File: src/rtl/gam_pkg.sv
package gam_pkg;
  localparam int BYTE_W = 8;
  localparam int BIT_SEL_W = $clog2(BYTE_W);

  typedef enum logic {
    MODE_GROUP  = 1'b0,
    MODE_DIRECT = 1'b1
  } addr_mode_e;
endpackage

File: src/rtl/gam_target.sv
// Maps a node ID to the byte index and bit of its bitmap slot.
module gam_target
  import gam_pkg::*;
#(
  parameter int ID_W  = 8,
  parameter int IDX_W = ID_W - 2
) (
  input  logic [ID_W-1:0]      node_id_i,
  output logic [IDX_W-1:0]     tgt_idx_o,
  output logic [BIT_SEL_W-1:0] tgt_bit_o
);
  localparam int POS_W = ID_W + 1;
  localparam int FIRST_BYTE_DEV = BYTE_W - 1;

  logic [POS_W-1:0] pos;

  // Byte 0 bit 7 is the type bit; devices from 7 upward move up one slot.
  always_comb begin
    if (node_id_i < ID_W'(FIRST_BYTE_DEV)) pos = {1'b0, node_id_i};
    else                                   pos = {1'b0, node_id_i} + POS_W'(1);
  end

  assign tgt_idx_o = pos[POS_W-1:BIT_SEL_W];
  assign tgt_bit_o = pos[BIT_SEL_W-1:0];

  always_comb begin
    if (tgt_idx_o == '0) begin
      a_r3_type_bit_free: assert (tgt_bit_o != BIT_SEL_W'(BYTE_W - 1));
    end
  end
endmodule

File: src/rtl/gam_tracker.sv
// Tracks packet framing: open state, byte position, latched mode.
module gam_tracker
  import gam_pkg::*;
#(
  parameter int IDX_W = 6
) (
  input  logic             clk_i,
  input  logic             rst_ni,
  input  logic             valid_i,
  input  logic             sop_i,
  input  logic             eop_i,
  input  logic             type_bit_i,
  output logic             acc_o,
  output logic             first_o,
  output logic             last_o,
  output logic [IDX_W-1:0] idx_o,
  output addr_mode_e       mode_o
);
  localparam logic [IDX_W-1:0] IDX_MAX = '1;

  logic             in_pkt_q;
  logic [IDX_W-1:0] cnt_q;
  addr_mode_e       mode_q;

  assign first_o = valid_i & sop_i;
  assign acc_o   = valid_i & (sop_i | in_pkt_q);
  assign last_o  = acc_o & eop_i;
  assign idx_o   = sop_i ? '0 : cnt_q;
  assign mode_o  = first_o ? addr_mode_e'(type_bit_i) : mode_q;

  always_ff @(posedge clk_i or negedge rst_ni) begin
    if (!rst_ni) begin
      in_pkt_q <= 1'b0;
      cnt_q    <= '0;
      mode_q   <= MODE_GROUP;
    end else if (acc_o) begin
      in_pkt_q <= ~eop_i;
      mode_q   <= mode_o;
      cnt_q    <= (idx_o == IDX_MAX) ? IDX_MAX : idx_o + IDX_W'(1);
    end
  end

  a_r8_idle_holds_state: assert property (@(posedge clk_i) disable iff (!rst_ni)
    !valid_i |=> $stable(cnt_q) && $stable(in_pkt_q) && $stable(mode_q));

  a_r9_sop_restarts_count: assert property (@(posedge clk_i) disable iff (!rst_ni)
    (valid_i && sop_i) |=> cnt_q == IDX_W'(1));

  a_r2_mode_from_type_bit: assert property (@(posedge clk_i) disable iff (!rst_ni)
    (valid_i && sop_i) |=> mode_q == addr_mode_e'($past(type_bit_i)));
endmodule

File: src/rtl/gam_hit.sv
// Per-byte match test, sticky hit flag and end-of-packet pulse.
module gam_hit
  import gam_pkg::*;
#(
  parameter int ID_W  = 8,
  parameter int IDX_W = ID_W - 2
) (
  input  logic                 clk_i,
  input  logic                 rst_ni,
  input  logic                 acc_i,
  input  logic                 first_i,
  input  logic                 last_i,
  input  logic [IDX_W-1:0]     idx_i,
  input  addr_mode_e           mode_i,
  input  logic [BYTE_W-1:0]    data_i,
  input  logic [ID_W-1:0]      node_id_i,
  input  logic [IDX_W-1:0]     tgt_idx_i,
  input  logic [BIT_SEL_W-1:0] tgt_bit_i,
  output logic                 sel_o
);
  localparam logic [IDX_W-1:0] LABEL_IDX = IDX_W'(1);

  logic hit_q, hit_now, hit_d, sel_q;

  always_comb begin
    if (mode_i == MODE_GROUP) hit_now = (idx_i == tgt_idx_i) && data_i[tgt_bit_i];
    else                      hit_now = (idx_i == LABEL_IDX) && (data_i == BYTE_W'(node_id_i));
  end

  assign hit_d = first_i ? hit_now : (hit_q | hit_now);

  always_ff @(posedge clk_i or negedge rst_ni) begin
    if (!rst_ni) begin
      hit_q <= 1'b0;
      sel_q <= 1'b0;
    end else begin
      sel_q <= last_i & hit_d;
      if (acc_i) hit_q <= last_i ? 1'b0 : hit_d;
    end
  end

  assign sel_o = sel_q;

  a_r6_sel_follows_last: assert property (@(posedge clk_i) disable iff (!rst_ni)
    sel_o |-> $past(last_i));

  a_r10_direct_single_byte: assert property (@(posedge clk_i) disable iff (!rst_ni)
    (first_i && last_i && mode_i == MODE_DIRECT) |=> !sel_o);

  a_r11_no_late_clear: assert property (@(posedge clk_i) disable iff (!rst_ni)
    (acc_i && !last_i && hit_q && !first_i) |=> hit_q);
endmodule

File: src/rtl/gam_matcher.sv
module gam_matcher
  import gam_pkg::*;
#(
  parameter int ID_W = 8
) (
  input  logic              clk_i,
  input  logic              rst_ni,
  input  logic [ID_W-1:0]   node_id_i,
  input  logic              valid_i,
  input  logic              sop_i,
  input  logic              eop_i,
  input  logic [BYTE_W-1:0] data_i,
  output logic              sel_o
);
  localparam int IDX_W = ID_W + 1 - BIT_SEL_W;

  logic                 acc, first, last;
  logic [IDX_W-1:0]     idx, tgt_idx;
  logic [BIT_SEL_W-1:0] tgt_bit;
  addr_mode_e           mode;

  gam_target #(.ID_W(ID_W), .IDX_W(IDX_W)) u_target (
    .node_id_i (node_id_i),
    .tgt_idx_o (tgt_idx),
    .tgt_bit_o (tgt_bit)
  );

  gam_tracker #(.IDX_W(IDX_W)) u_tracker (
    .clk_i      (clk_i),
    .rst_ni     (rst_ni),
    .valid_i    (valid_i),
    .sop_i      (sop_i),
    .eop_i      (eop_i),
    .type_bit_i (data_i[BYTE_W-1]),
    .acc_o      (acc),
    .first_o    (first),
    .last_o     (last),
    .idx_o      (idx),
    .mode_o     (mode)
  );

  gam_hit #(.ID_W(ID_W), .IDX_W(IDX_W)) u_hit (
    .clk_i     (clk_i),
    .rst_ni    (rst_ni),
    .acc_i     (acc),
    .first_i   (first),
    .last_i    (last),
    .idx_i     (idx),
    .mode_i    (mode),
    .data_i    (data_i),
    .node_id_i (node_id_i),
    .tgt_idx_i (tgt_idx),
    .tgt_bit_i (tgt_bit),
    .sel_o     (sel_o)
  );

  a_r1_quiet_in_reset: assert property (@(posedge clk_i)
    !rst_ni |=> !sel_o || !rst_ni);
endmodule

File: config.mk
export PLATFORM = sky130hd
export DESIGN_NAME = gam_matcher
export DESIGN_NICKNAME = d
export VERILOG_FILES = /design/src/rtl/gam_pkg.sv /design/src/rtl/gam_target.sv /design/src/rtl/gam_tracker.sv /design/src/rtl/gam_hit.sv /design/src/rtl/gam_matcher.sv
export SDC_FILE = /design/constraint.sdc
export NUM_CORES = 1
export LEC_CHECK = 0
export ABC_CLOCK_PERIOD_IN_PS = 3400
export CAP_MARGIN = 15
export CORE_ASPECT_RATIO = 0.75
export CORE_UTILIZATION = 42
export CTS_BUF_LIST = sky130_fd_sc_hd__clkbuf_8 sky130_fd_sc_hd__clkbuf_16
export DETAILED_ROUTE_END_ITERATION = 8
export GPL_ROUTABILITY_DRIVEN = 0
export HOLD_SLACK_MARGIN = 0.06
export PLACE_DENSITY = 0.66
export REMOVE_ABC_BUFFERS = 1
export SLEW_MARGIN = 20
export SYNTH_ARGS = -nofsm -noshare
export SYNTH_HDL_FRONTEND = slang
export SYNTH_SLANG_ARGS = --single-unit
File: constraint.sdc
create_clock -name clk_i -period 3.4 [get_ports clk_i]
set_clock_uncertainty 0.1 [all_clocks]
set_input_delay 0.68 -clock clk_i [delete_from_list [all_inputs] [get_ports clk_i]]
set_output_delay 0.68 -clock clk_i [all_outputs]
set_load 0.005 [all_outputs]
# == Yosys cells after proc, flatten, opt, wreduce, memory -nomap -nowiden ==
# Index checks and enable logic that the tools add are counted.
# word_totals
ff_bits,10
# classes
eq_ne,4
n_lt_le_gt_ge,2
n_reduce_logical,2
muxes,9
addsub,2
n_bitwise,7
# ops
cell,count
2-to-1 mux 6 bit,2
adder 8 x 1 -> 9 bit (second input constant),1
2-to-1 mux 9 bit,1
== test 8 bit,1
less-than comparator 8 x 3 -> 1 bit (second input constant),1
adder 6 x 1 -> 6 bit (second input constant),1
== test 6 x 1 -> 1 bit (second input constant),1
== test 6 bit,1
== test 6 bit (second input constant),1
2-to-1 mux 1 bit,5
AND 1 bit,4
less-than comparator 3 x 4 -> 1 bit (second input constant),1
binary-select mux 1 bit (select 3 bit),1
logical AND 1 bit,2
bitwise OR 1 bit,2
NOT 1 bit,1

# == Depth between registers and ports, before layout ==
# Gate-level depths: netlist (run 1).
# logic_depth
word_depth,9
depth_mapped,8

# == Cells and area by module ==
# Synthesis (run 1) repeated with hierarchy kept, for this count alone.
# unflattened
hier_cells,104
hier_area_um2,960.9
# by_module_without_submodules
module,cells_each,area_each_um2,seq_area_each_um2,instances
gam_tracker,49,466.7,200.2,1
gam_hit,32,324.1,50.0,1
gam_target,23,170.2,0.0,1

# == Worst setup path after synthesis (run 1) ==
# No wires, ideal clock.
# synth_path
kind,input to register
from,in node_id_i[0]
to,reg u_hit.sel_q (netlist: u_hit.sel_o)
n_path_buf,0
required_ps,3173
setup_time_ps,127
cell_stages,7
slack_ps,1040
arrival_ps,2133
path_cell_list,ha_1 > mux4_2 > nor3b_1 > o22ai_1 > and4_1 > o2111ai_2 > a21oi_1
# synth_via
elab_chain_len,9
word_cells_on_any_way,13
# synth_lines
element,line,rtl
start: declaration,gam_matcher.sv:8,"input logic [ID_W-1:0] node_id_i,"
adder 8 x 1 -> 9 bit or less-than comparator 8 x 3 -> 1 bit (tied branches),"gam_target.sv:20, gam_target.sv:19",
2-to-1 mux 9 bit,gam_target.sv:19,"if (node_id_i < ID_W'(FIRST_BYTE_DEV)) pos = {1'b0, node_id_i};"
binary-select mux 1 bit (select 3 bit),gam_hit.sv:26,if (mode_i == MODE_GROUP) hit_now = (idx_i == tgt_idx_i) && data_i[tgt_bit_i];
2-to-1 mux 1 bit (implied by the code),gam_hit.sv:26,
logical AND 1 bit,gam_hit.sv:26,
2-to-1 mux 1 bit *,gam_hit.sv:26,
bitwise OR 1 bit,gam_hit.sv:30,assign hit_d = first_i ? hit_now : (hit_q | hit_now);
2-to-1 mux 1 bit *,gam_hit.sv:30,
AND 1 bit *,gam_hit.sv:37,sel_q <= last_i & hit_d;
end signal: assignment,gam_hit.sv:37,
end: declaration,gam_hit.sv:23,"logic hit_q, hit_now, hit_d, sel_q;"
# Every way passes the cells marked *; elsewhere a longest branch is shown, timed or not. The select of a mux whose other input is x is not followed.
# A chain may end at the register's enable or synchronous reset.

# == Final worst setup path (run 1) ==
# layout_path
from,in node_id_i[1]
to,reg u_hit.hit_q
# layout_via
elab_chain_len,9
word_cells_on_any_way,13
# layout_lines
element,line,rtl
adder 8 x 1 -> 9 bit or less-than comparator 8 x 3 -> 1 bit (tied branches),"gam_target.sv:20, gam_target.sv:19",
2-to-1 mux 9 bit,gam_target.sv:19,
binary-select mux 1 bit (select 3 bit),gam_hit.sv:26,
2-to-1 mux 1 bit (implied by the code),gam_hit.sv:26,
logical AND 1 bit,gam_hit.sv:26,
2-to-1 mux 1 bit *,gam_hit.sv:26,
bitwise OR 1 bit,gam_hit.sv:30,
2-to-1 mux 1 bit *,gam_hit.sv:30,
2-to-1 mux 1 bit *,gam_hit.sv:38,if (acc_i) hit_q <= last_i ? 1'b0 : hit_d;
end signal: assignment,gam_hit.sv:38,
end: declaration,gam_hit.sv:23,
# Marked as above.

==> results.md, run 1 <==
| Item | Value | Unit |
|---|---|---|
| Setup tns final | 0 | ns |
| CTS H-Tree Depth | 1 | - |
| Max-Slew Margin vs Limit | 0.692 | - |
| Critical path launch point type | input pin | - |
| All-layer global routing usage | 0.191 | - |
| Adder and majority cell fraction of the synthesized area | 0.0326 | - |
| Maximum achievable frequency | 0.352 | GHz |
| Maximum vdd drop | 0.218 | mV |
| Cell family with most CP delay | simple AND/OR/NAND/NOR gates | - |
| Total number of placement rows | 16 | - |
| Number of buffers inserted by post-CTS setup repair | 0 | - |
| Height of the chip | 47.4 | um |
| Simple-gate area share of the yosys netlist | 0.267 | - |
| Max incr delay on CP | 0.51 | ns |
| Final critical-path required period | 2.84 | ns |
| Largest cells by area after synthesis | sky130_fd_sc_hd__dfrtp_1, sky130_fd_sc_hd__xnor2_1, sky130_fd_sc_hd__mux4_2 | - |
| Share of the clock period used by the worst path after layout | 0.834 | - |
| Max-slew violation count | 0 | - |
| Slew of the pin with the lowest slew margin | 0.456 | ns |
| Largest net degree at the start of global routing | 11 | - |
| Largest family of logic cells by synthesized area | simple AND/OR/NAND/NOR gates | - |
| Share of cell area taken by muxes after synthesis | 0.0901 | - |
| Clock tree from TritonCTS | done | - |
| Antenna violation net count after detailed routing | 0 | - |
| Count of cells resized by post-cts repair | 0 | - |
| Initial DRT Pass Iterations | 4 | - |
| Boundary Pins | 22 | - |
| Largest fanout of any net on the critical path | 8 | - |
| Synthesized netlist cell count | 136 | - |
| Arrival time at the worst endpoint | 2.88 | ns |
| Drt total wl | 2780 | um |
| Setup repair after global routing missed its margin | no | - |
| Area enclosed by the die boundary | 0.00296 | sq mm |
| Critical path start-end classification | in2reg | - |
| Final setup violation count | 0 | - |
| Via density per instance | 5.88 | - |
| Unique masters post-synth | 48 | - |
| Hold Worst Slack | 0.426 | ns |
| Cell area after synthesis | 0.00115 | sq mm |
| Effective utilization at floorplan | 0.443 | - |
| Core area | 0.00260 | sq mm |
| CP max-delay cell | sky130_fd_sc_hd__clkdlybuf4s50_1 | - |
| Xor/xnor share of the synthesized area | 0.0988 | - |
| Hold/Removal Path Class | reg2reg | - |
| Yosys top cell by area | sky130_fd_sc_hd__dfrtp_1 | - |
| Pwr Density | 346 | mW/mm^2 |
| Drt first-iter violations | 69 | - |
| Maximum root-to-sink buffer count | 2 | - |
| Count of inserted antenna diode cells | 0 | - |
| Portion of synthesized cell area occupied by the leading cell type | 0.217 | - |
| Commonest cells after routing, fill and taps aside | sky130_fd_sc_hd__clkdlybuf4s50_1, sky130_fd_sc_hd__nor2_1, sky130_fd_sc_hd__nand2_1, sky130_fd_sc_hd__a21oi_1, sky130_fd_sc_hd__xnor2_1 | - |
| Count of fill cells added during filler insertion | 240 | - |
| Max-Cap Viols | 0 | - |
| Buffer type at the clock tree root | sky130_fd_sc_hd__clkbuf_8 | - |
| Sequential area share after synthesis | 0.217 | - |
| Routed length per instance | 14.5 | um |
| CTS Hold Bufs | 0 | - |
| Clk_lat worst skew | 0.23 | ns |
| Number of antenna violations at the first check in global routing | 0 | - |
| Syn avg cell area | 8.47 | sq um |
| Inserted Clock Buffers | 3 | - |
| CTS Sinks | 10 | - |
| Nets | 181 | - |
| Total buffers and inverters traversed by the critical path | 1 | - |
| Number of design rule violations left after detail routing | 0 | - |
| Vias in the first global route | 943 | - |
| Global-route wire length before repair | 4330 | um |
| Global-route congestion overflow total | 0 | - |
| CP required | 3.44 | ns |
| Cell chain of the critical path | clkdlybuf4s50_1, ha_1, nand2_1, nand3_2, or3b_1, nand4_1, and4_1, o2111ai_2, o31ai_2 | - |
| Area growth, synth to finish | 21.9 | % |
| Most frequent standard cell in the layout excluding fill and tap cells | sky130_fd_sc_hd__clkdlybuf4s50_1 | - |
| Final hold viol count | 0 | - |
| Fraction of the mapped netlist area in compound gates | 0.211 | - |
| Critical path capture point type | register | - |
| Fraction of layout cells with a size suffix above 1 | 0.123 | - |
| HPWL after detailed placement | 2230 | um |
| Leakage | 0.000521 | uW |
| Die Wd | 62.5 | um |
| Clock input transition at the sequential cells of the worst setup and hold paths | 0.05 | ns |
| Count of vias placed by the detailed router | 1,123 | - |
| Yosys reg bits | 10 | - |
| Count of buffers from port buffering | 21 | - |
| Warning count from the yosys run | 0 | - |
| Run status | finished clean | - |
Yosys cell counts (all sizes together):
cell type and n:
a21oi 12, a221oi 1, a22o 1, a22oi 1
a31oi 1, a41oi 1, and3 3, and4 1
buf 7, clkbuf 3, dfrtp 10, ha 3
inv 4, mux2i 1, mux4 4, nand2 12
nand2b 1, nand3 6, nand3b 2, nand4 4
nor2 13, nor2b 3, nor3 3, nor3b 2
nor4 2, nor4b 1, o2111ai 2, o211ai 2
o21a 1, o21ai 8, o21bai 1, o221ai 1
o22ai 1, o31ai 3, or2 1, or3b 1
xnor2 11, xor2 2
cell families after synthesis:
family	count (synthesis)
AND/OR/NAND/NOR	55
AO/OA/AOI/OAI	36
buffers and inverters	14
XOR/XNOR	13
flip-flops	10
multiplexers	5
adder cells (fa/ha/maj)	3
tightest hold or removal path, cell delays in order (launching register included):
cell                      delay (ns)
sky130_fd_sc_hd__dfrtp_1        0.32
sky130_fd_sc_hd__mux2i_1        0.09
sky130_fd_sc_hd__inv_1          0.08
layer usage:
| layer | share of wire | GRT usage | wire length [um] |
|---|---|---|---|
| met1 | 0.51 | 0.259 | 1410 |
| met2 | 0.47 | 0.343 | 1300 |
| met3 | 0.023 | 0.0364 | 63 |
| met4 | 0 | 0 | 0 |
| met5 | 0 | 0 | 0 |
metrics by stage:
step | worst slack [ns] | instances | total power, uW | utilization | cell area (sq um)
floorplan | 1.03 | 126 | 287 | - | 1070
CTS | 0.575 | 191 | 487 | 0.540 | 1410
detailed placement | 0.349 | 188 | 366 | 0.524 | 1360
global route | 0.437 | 191 | 520 | 0.540 | 1410
finish | 0.563 | 191 | 487 | 0.540 | 1410
global placement | 0.429 | 188 | 361 | 0.524 | 1360
path summary, 6_finish.rpt:
| check | start | to | slack, ns | cells past startpoint |
|---|---|---|---|---|
| max | node_id_i[1] | u_hit.hit_q$_DFFE_PN0P_ | 0.56 | 9 |
| min | u_tracker.mode_q$_DFFE_PN0P_ | u_tracker.mode_q$_DFFE_PN0P_ | 0.43 | 2 |
| max reg2reg | u_tracker.cnt_q[2]$_DFFE_PN0P_ | u_hit.hit_q$_DFFE_PN0P_ | 1.35 | 7 |
| min reg2reg | u_tracker.mode_q$_DFFE_PN0P_ | u_tracker.mode_q$_DFFE_PN0P_ | 0.43 | 2 |
| max in group asynchronous | rst_ni | u_tracker.cnt_q[0]$_DFFE_PN0P_ | 2.21 | 1 |
| min in group asynchronous | rst_ni | u_hit.hit_q$_DFFE_PN0P_ | 0.67 | 1 |
state kept, by name (all words and copies together) (netlist names):
| signal | flops |
|---|---|
| u_hit.sel_o | 1 |
| u_tracker.cnt_q | 6 |
| u_hit.hit_q | 1 |
| u_tracker.in_pkt_q | 1 |
| u_tracker.mode_q | 1 |
report_power, final:
part | internal (uW) | total (uW) | switching [uW] | leakage (uW)
clock | 77.1 | 118 | 41.2 | 0.0000216
sequential | 141 | 172 | 30.8 | 0.000123
combinational | 95.6 | 197 | 101 | 0.000376
area by class of cell:
class,instances,area [sq um],share of cell area
multi-input cells,112,806,0.573
flip-flops and latches,10,250,0.178
repair buffers,26,248,0.176
well taps,36,45.0,0.0321
clock buffers,3,41.3,0.0294
inverters,4,15.0,0.0107
Note: power is estimated with default switching activity, not from simulation.
==> inputs of run 2 (changes only) <==
--- a/config.mk
+++ b/config.mk
@@ -5,7 +5,7 @@
 export SDC_FILE = /design/constraint.sdc
 export NUM_CORES = 1
 export LEC_CHECK = 0
-export ABC_CLOCK_PERIOD_IN_PS = 3400
+export ABC_CLOCK_PERIOD_IN_PS = 2800
 export CAP_MARGIN = 15
 export CORE_ASPECT_RATIO = 0.75
 export CORE_UTILIZATION = 42
==> constraint.sdc (replaced) <==
create_clock -name clk_i -period 2.8 [get_ports clk_i]
set_clock_uncertainty 0.1 [all_clocks]
set_input_delay 0.56 -clock clk_i [delete_from_list [all_inputs] [get_ports clk_i]]
set_output_delay 0.56 -clock clk_i [all_outputs]
set_load 0.005 [all_outputs]
==> run 2 against run 1 <==
  * Via count rose by 1.5%
  * Critical path depth decreased by 1
  * Clock-buffer cell count increased by 1
  * Routed wire length is 6.3% higher
  * Global-route usage up 2.2 points
  * Register-to-register slack got worse by 0.59 ns
  * First-iteration DRC count is 71% higher
  * Sequential share of layout area decreased by 0.97 points
  * Clock power rose by 53%
  * Total power rose by 31%
  * Core utilization rose by 3.1 points
  * Die area is the same
  * Largest cell class unchanged
==> results.md, run 2 (synthesis gave the netlist of run 1 again) <==
| Item | Value | Unit | Change |
|---|---|---|---|
| Non-Filler Instances | 201 | - | was 191 |
| Inserted Clock Buffers | 3 | - | unchanged |
| Area growth, synth to finish | 29.0 | % | was 21.9% |
| Critical path launch point type | input pin | - | unchanged |
| Internal power component | 421 | uW | was 314 uW |
| Number of design rule violations left after detail routing | 0 | - | unchanged |
| Number of buffers inserted by post-CTS setup repair | 0 | - | unchanged |
| CTS Sinks | 10 | - | unchanged |
| Die Wd | 62.5 | um | unchanged |
| Max-Cap Viols | 0 | - | unchanged |
| Slew of the pin with the lowest slew margin | 0.464 | ns | was 0.456 ns |
| Area enclosed by the die boundary | 0.00296 | sq mm | unchanged |
| Share of the clock period used by the worst path after layout | 0.916 | - |  |
| Hold Worst Slack | 0.410 | ns | was 0.426 ns |
| R2r setup slk | 0.76 | ns | was 1.35 ns |
| Antenna violation net count after detailed routing | 0 | - | unchanged |
| Largest fanout of any net on the critical path | 6 | - | was 8 |
| Run status | finished clean | - | unchanged |
| CTS Hold Bufs | 0 | - | unchanged |
| Critical path capture point type | register | - | unchanged |
| Launch point of the worst reg-to-reg path | u_tracker.cnt_q[2]$_DFFE_PN0P_ | - | unchanged |
| HPWL after detailed placement | 2450 | um | was 2230 um |
| Commonest cells after routing, fill and taps aside | sky130_fd_sc_hd__clkdlybuf4s50_1, sky130_fd_sc_hd__buf_4, sky130_fd_sc_hd__nor2_1, sky130_fd_sc_hd__nand2_1, sky130_fd_sc_hd__a21oi_1 | - | was sky130_fd_sc_hd__clkdlybuf4s50_1, sky130_fd_sc_hd__nor2_1, sky130_fd_sc_hd__nand2_1, sky130_fd_sc_hd__a21oi_1, sky130_fd_sc_hd__xnor2_1 |
| Endpoint, Worst Hold | u_tracker.mode_q$_DFFE_PN0P_ | - | unchanged |
| Count of vias placed by the detailed router | 1,140 | - | was 1,123 |
| Maximum vdd drop | 0.408 | mV | was 0.218 mV |
| Count of buffers from port buffering | 21 | - | unchanged |
| Total instance count after detailed placement | 197 | - | was 188 |
| Net switching power | 218 | uW | was 173 uW |
| All-layer global routing usage | 0.213 | - | was 0.191 |
| Sequential cell fraction of total power | 0.325 | - | was 0.353 |
| Effective utilization at floorplan | 0.443 | - | unchanged |
| Setup tns final | 0 | ns | unchanged |
| Hold path startpoint | u_tracker.mode_q$_DFFE_PN0P_ | - | unchanged |
| Pwr Density | 430 | mW/mm^2 | was 346 mW/mm^2 |
| Clk_lat worst skew | 0.24 | ns | was 0.23 ns |
| Initial DRT Pass Iterations | 4 | - | unchanged |
| Hold depth | 2 | - | unchanged |
| Max-slew violation count | 0 | - | unchanged |
| Via density per instance | 5.67 | - | was 5.88 |
| Leakage | 0.000571 | uW | was 0.000521 uW |
| Max-Slew Margin vs Limit | 0.689 | - | was 0.692 |
| Global-route wire length before repair | 4800 | um | was 4330 um |
| Count of cells resized by post-cts repair | 0 | - | unchanged |
| Global-route congestion overflow total | 0 | - | unchanged |
| Clock group share of total power | 0.282 | - | was 0.243 |
| Maximum achievable frequency | 0.390 | GHz |  |
| Hold/Removal Path Class | reg2reg | - | unchanged |
| Count of inserted antenna diode cells | 0 | - | unchanged |
| Most frequent standard cell in the layout excluding fill and tap cells | sky130_fd_sc_hd__clkdlybuf4s50_1 | - | unchanged |
| Largest net degree at the start of global routing | 11 | - | unchanged |
| CTS H-Tree Depth | 1 | - | unchanged |
| Number of antenna violations at the first check in global routing | 0 | - | unchanged |
| Drt first-iter violations | 118 | - | was 69 |
| Flip-flop count of the largest register, all copies and words added | 6 | - | unchanged |
| Core area | 0.00260 | sq mm | unchanged |
| Height of the chip | 47.4 | um | unchanged |
| Nets | 190 | - | was 181 |
| Setup repair after global routing missed its margin | no | - | unchanged |
| Drt total wl | 2950 | um | was 2780 um |
| Top register by number of flip-flops | u_tracker.cnt_q | - | unchanged |
| Switching share of power | 0.342 | - | was 0.356 |
| Fraction of layout cells with a size suffix above 1 | 0.176 | - | was 0.123 |
| Maximum root-to-sink buffer count | 2 | - | unchanged |
| Comb power frac | 0.392 | - | was 0.404 |
| Arrival time at the worst endpoint | 2.62 | ns | was 2.88 ns |
| Routed length per instance | 14.7 | um | was 14.5 um |
| Final hold viol count | 0 | - | unchanged |
| Final critical-path required period | 2.56 | ns |  |
| End-of-flow core utilization | 0.571 | - | was 0.540 |
| Count of fill cells added during filler insertion | 250 | - | was 240 |
| Final setup violation count | 0 | - | unchanged |
| Clock input transition at the sequential cells of the worst setup and hold paths | 0.05 | ns | about the same |
| CP required | 2.85 | ns | was 3.44 ns |
| Boundary Pins | 22 | - | unchanged |
| Clock tree from TritonCTS | done | - | unchanged |
| Buffer type at the clock tree root | sky130_fd_sc_hd__clkbuf_8 | - | unchanged |
| Vias in the first global route | 1,043 | - | was 943 |
| R2R cell count | 7 | - | unchanged |
| Critical path start-end classification | in2reg | - | unchanged |
| Endpoint of the most critical register-to-register path | u_hit.hit_q$_DFFE_PN0P_ | - | unchanged |
| Total number of placement rows | 16 | - | unchanged |
-- run 2: cell types whose count changed in the layout (fill, tap and decap cells not counted) --
cell,change
sky130_fd_sc_hd__clkbuf_8,+1
sky130_fd_sc_hd__buf_4,+9
-- run 2: critical path, cell delays in order --
cell,delay (ns)
sky130_fd_sc_hd__clkdlybuf4s50_1,0.48
sky130_fd_sc_hd__buf_4,0.16
sky130_fd_sc_hd__nand3_1,0.21
sky130_fd_sc_hd__nor4b_2,0.32
sky130_fd_sc_hd__o21ai_1,0.13
sky130_fd_sc_hd__a221oi_2,0.33
sky130_fd_sc_hd__o2111ai_2,0.19
sky130_fd_sc_hd__o31ai_2,0.23
-- run 2: power groups by stage --
| stage | sequential [uW] | combinational (uW) | clock, uW |
|---|---|---|---|
| 6_report | 208 | 251 | 180 |
| 5_1_grt | 212 | 277 | 195 |
| 4_1_cts | 207 | 250 | 186 |
| 3_5_place_dp | 208 | 250 | 0 |
| 3_3_place_gp | 208 | 241 | 0 |
| 2_1_floorplan | 199 | 149 | 0 |
-- run 2: layer usage --
metal / part of all wire / vias to the layer above / GRT usage
li1: - / 559 / -
met1: 0.48 / 541 / 0.283
met2: 0.47 / 40 / 0.376
met3: 0.048 / 0 / 0.0437
met4: 0 / 0 / 0.0233
met5: 0 / - / 0
-- run 2: worst max-delay path by stage --
| stage | cells after the start | from | end |
|---|---|---|---|
| after floorplan | 7 | node_id_i[0] | u_hit.sel_o$_DFF_PN0_ |
| after detailed placement | 8 | node_id_i[1] | u_hit.sel_o$_DFF_PN0_ |
| after global routing | 8 | node_id_i[0] | u_hit.hit_q$_DFFE_PN0P_ |
| final | 8 | node_id_i[0] | u_hit.hit_q$_DFFE_PN0P_ |
| after global placement | 8 | sop_i | u_tracker.cnt_q[3]$_DFFE_PN0P_ |
| after CTS | 8 | node_id_i[1] | u_hit.sel_o$_DFF_PN0_ |
-- run 2: layout make-up --
type / instances / area, sq um / share of cell area
Timing Repair Buffer: 35 / 315 / 0.212
Sequential cell: 10 / 250 / 0.168
Clock buffer: 4 / 55.1 / 0.0370
Tap cell: 36 / 45.0 / 0.0303
Multi-Input combinational cell: 112 / 806 / 0.542
Inverter: 4 / 15.0 / 0.0101
-- run 2: through the flow --
stage               area, sq um  setup slack (ns)  total power (uW)
finish                     1490             0.235               639
detailed placement         1430            0.0315               458
global placement           1430            0.0573               448
global route               1490             0.129               684
CTS                        1490             0.269               643
floorplan                  1070             0.548               349
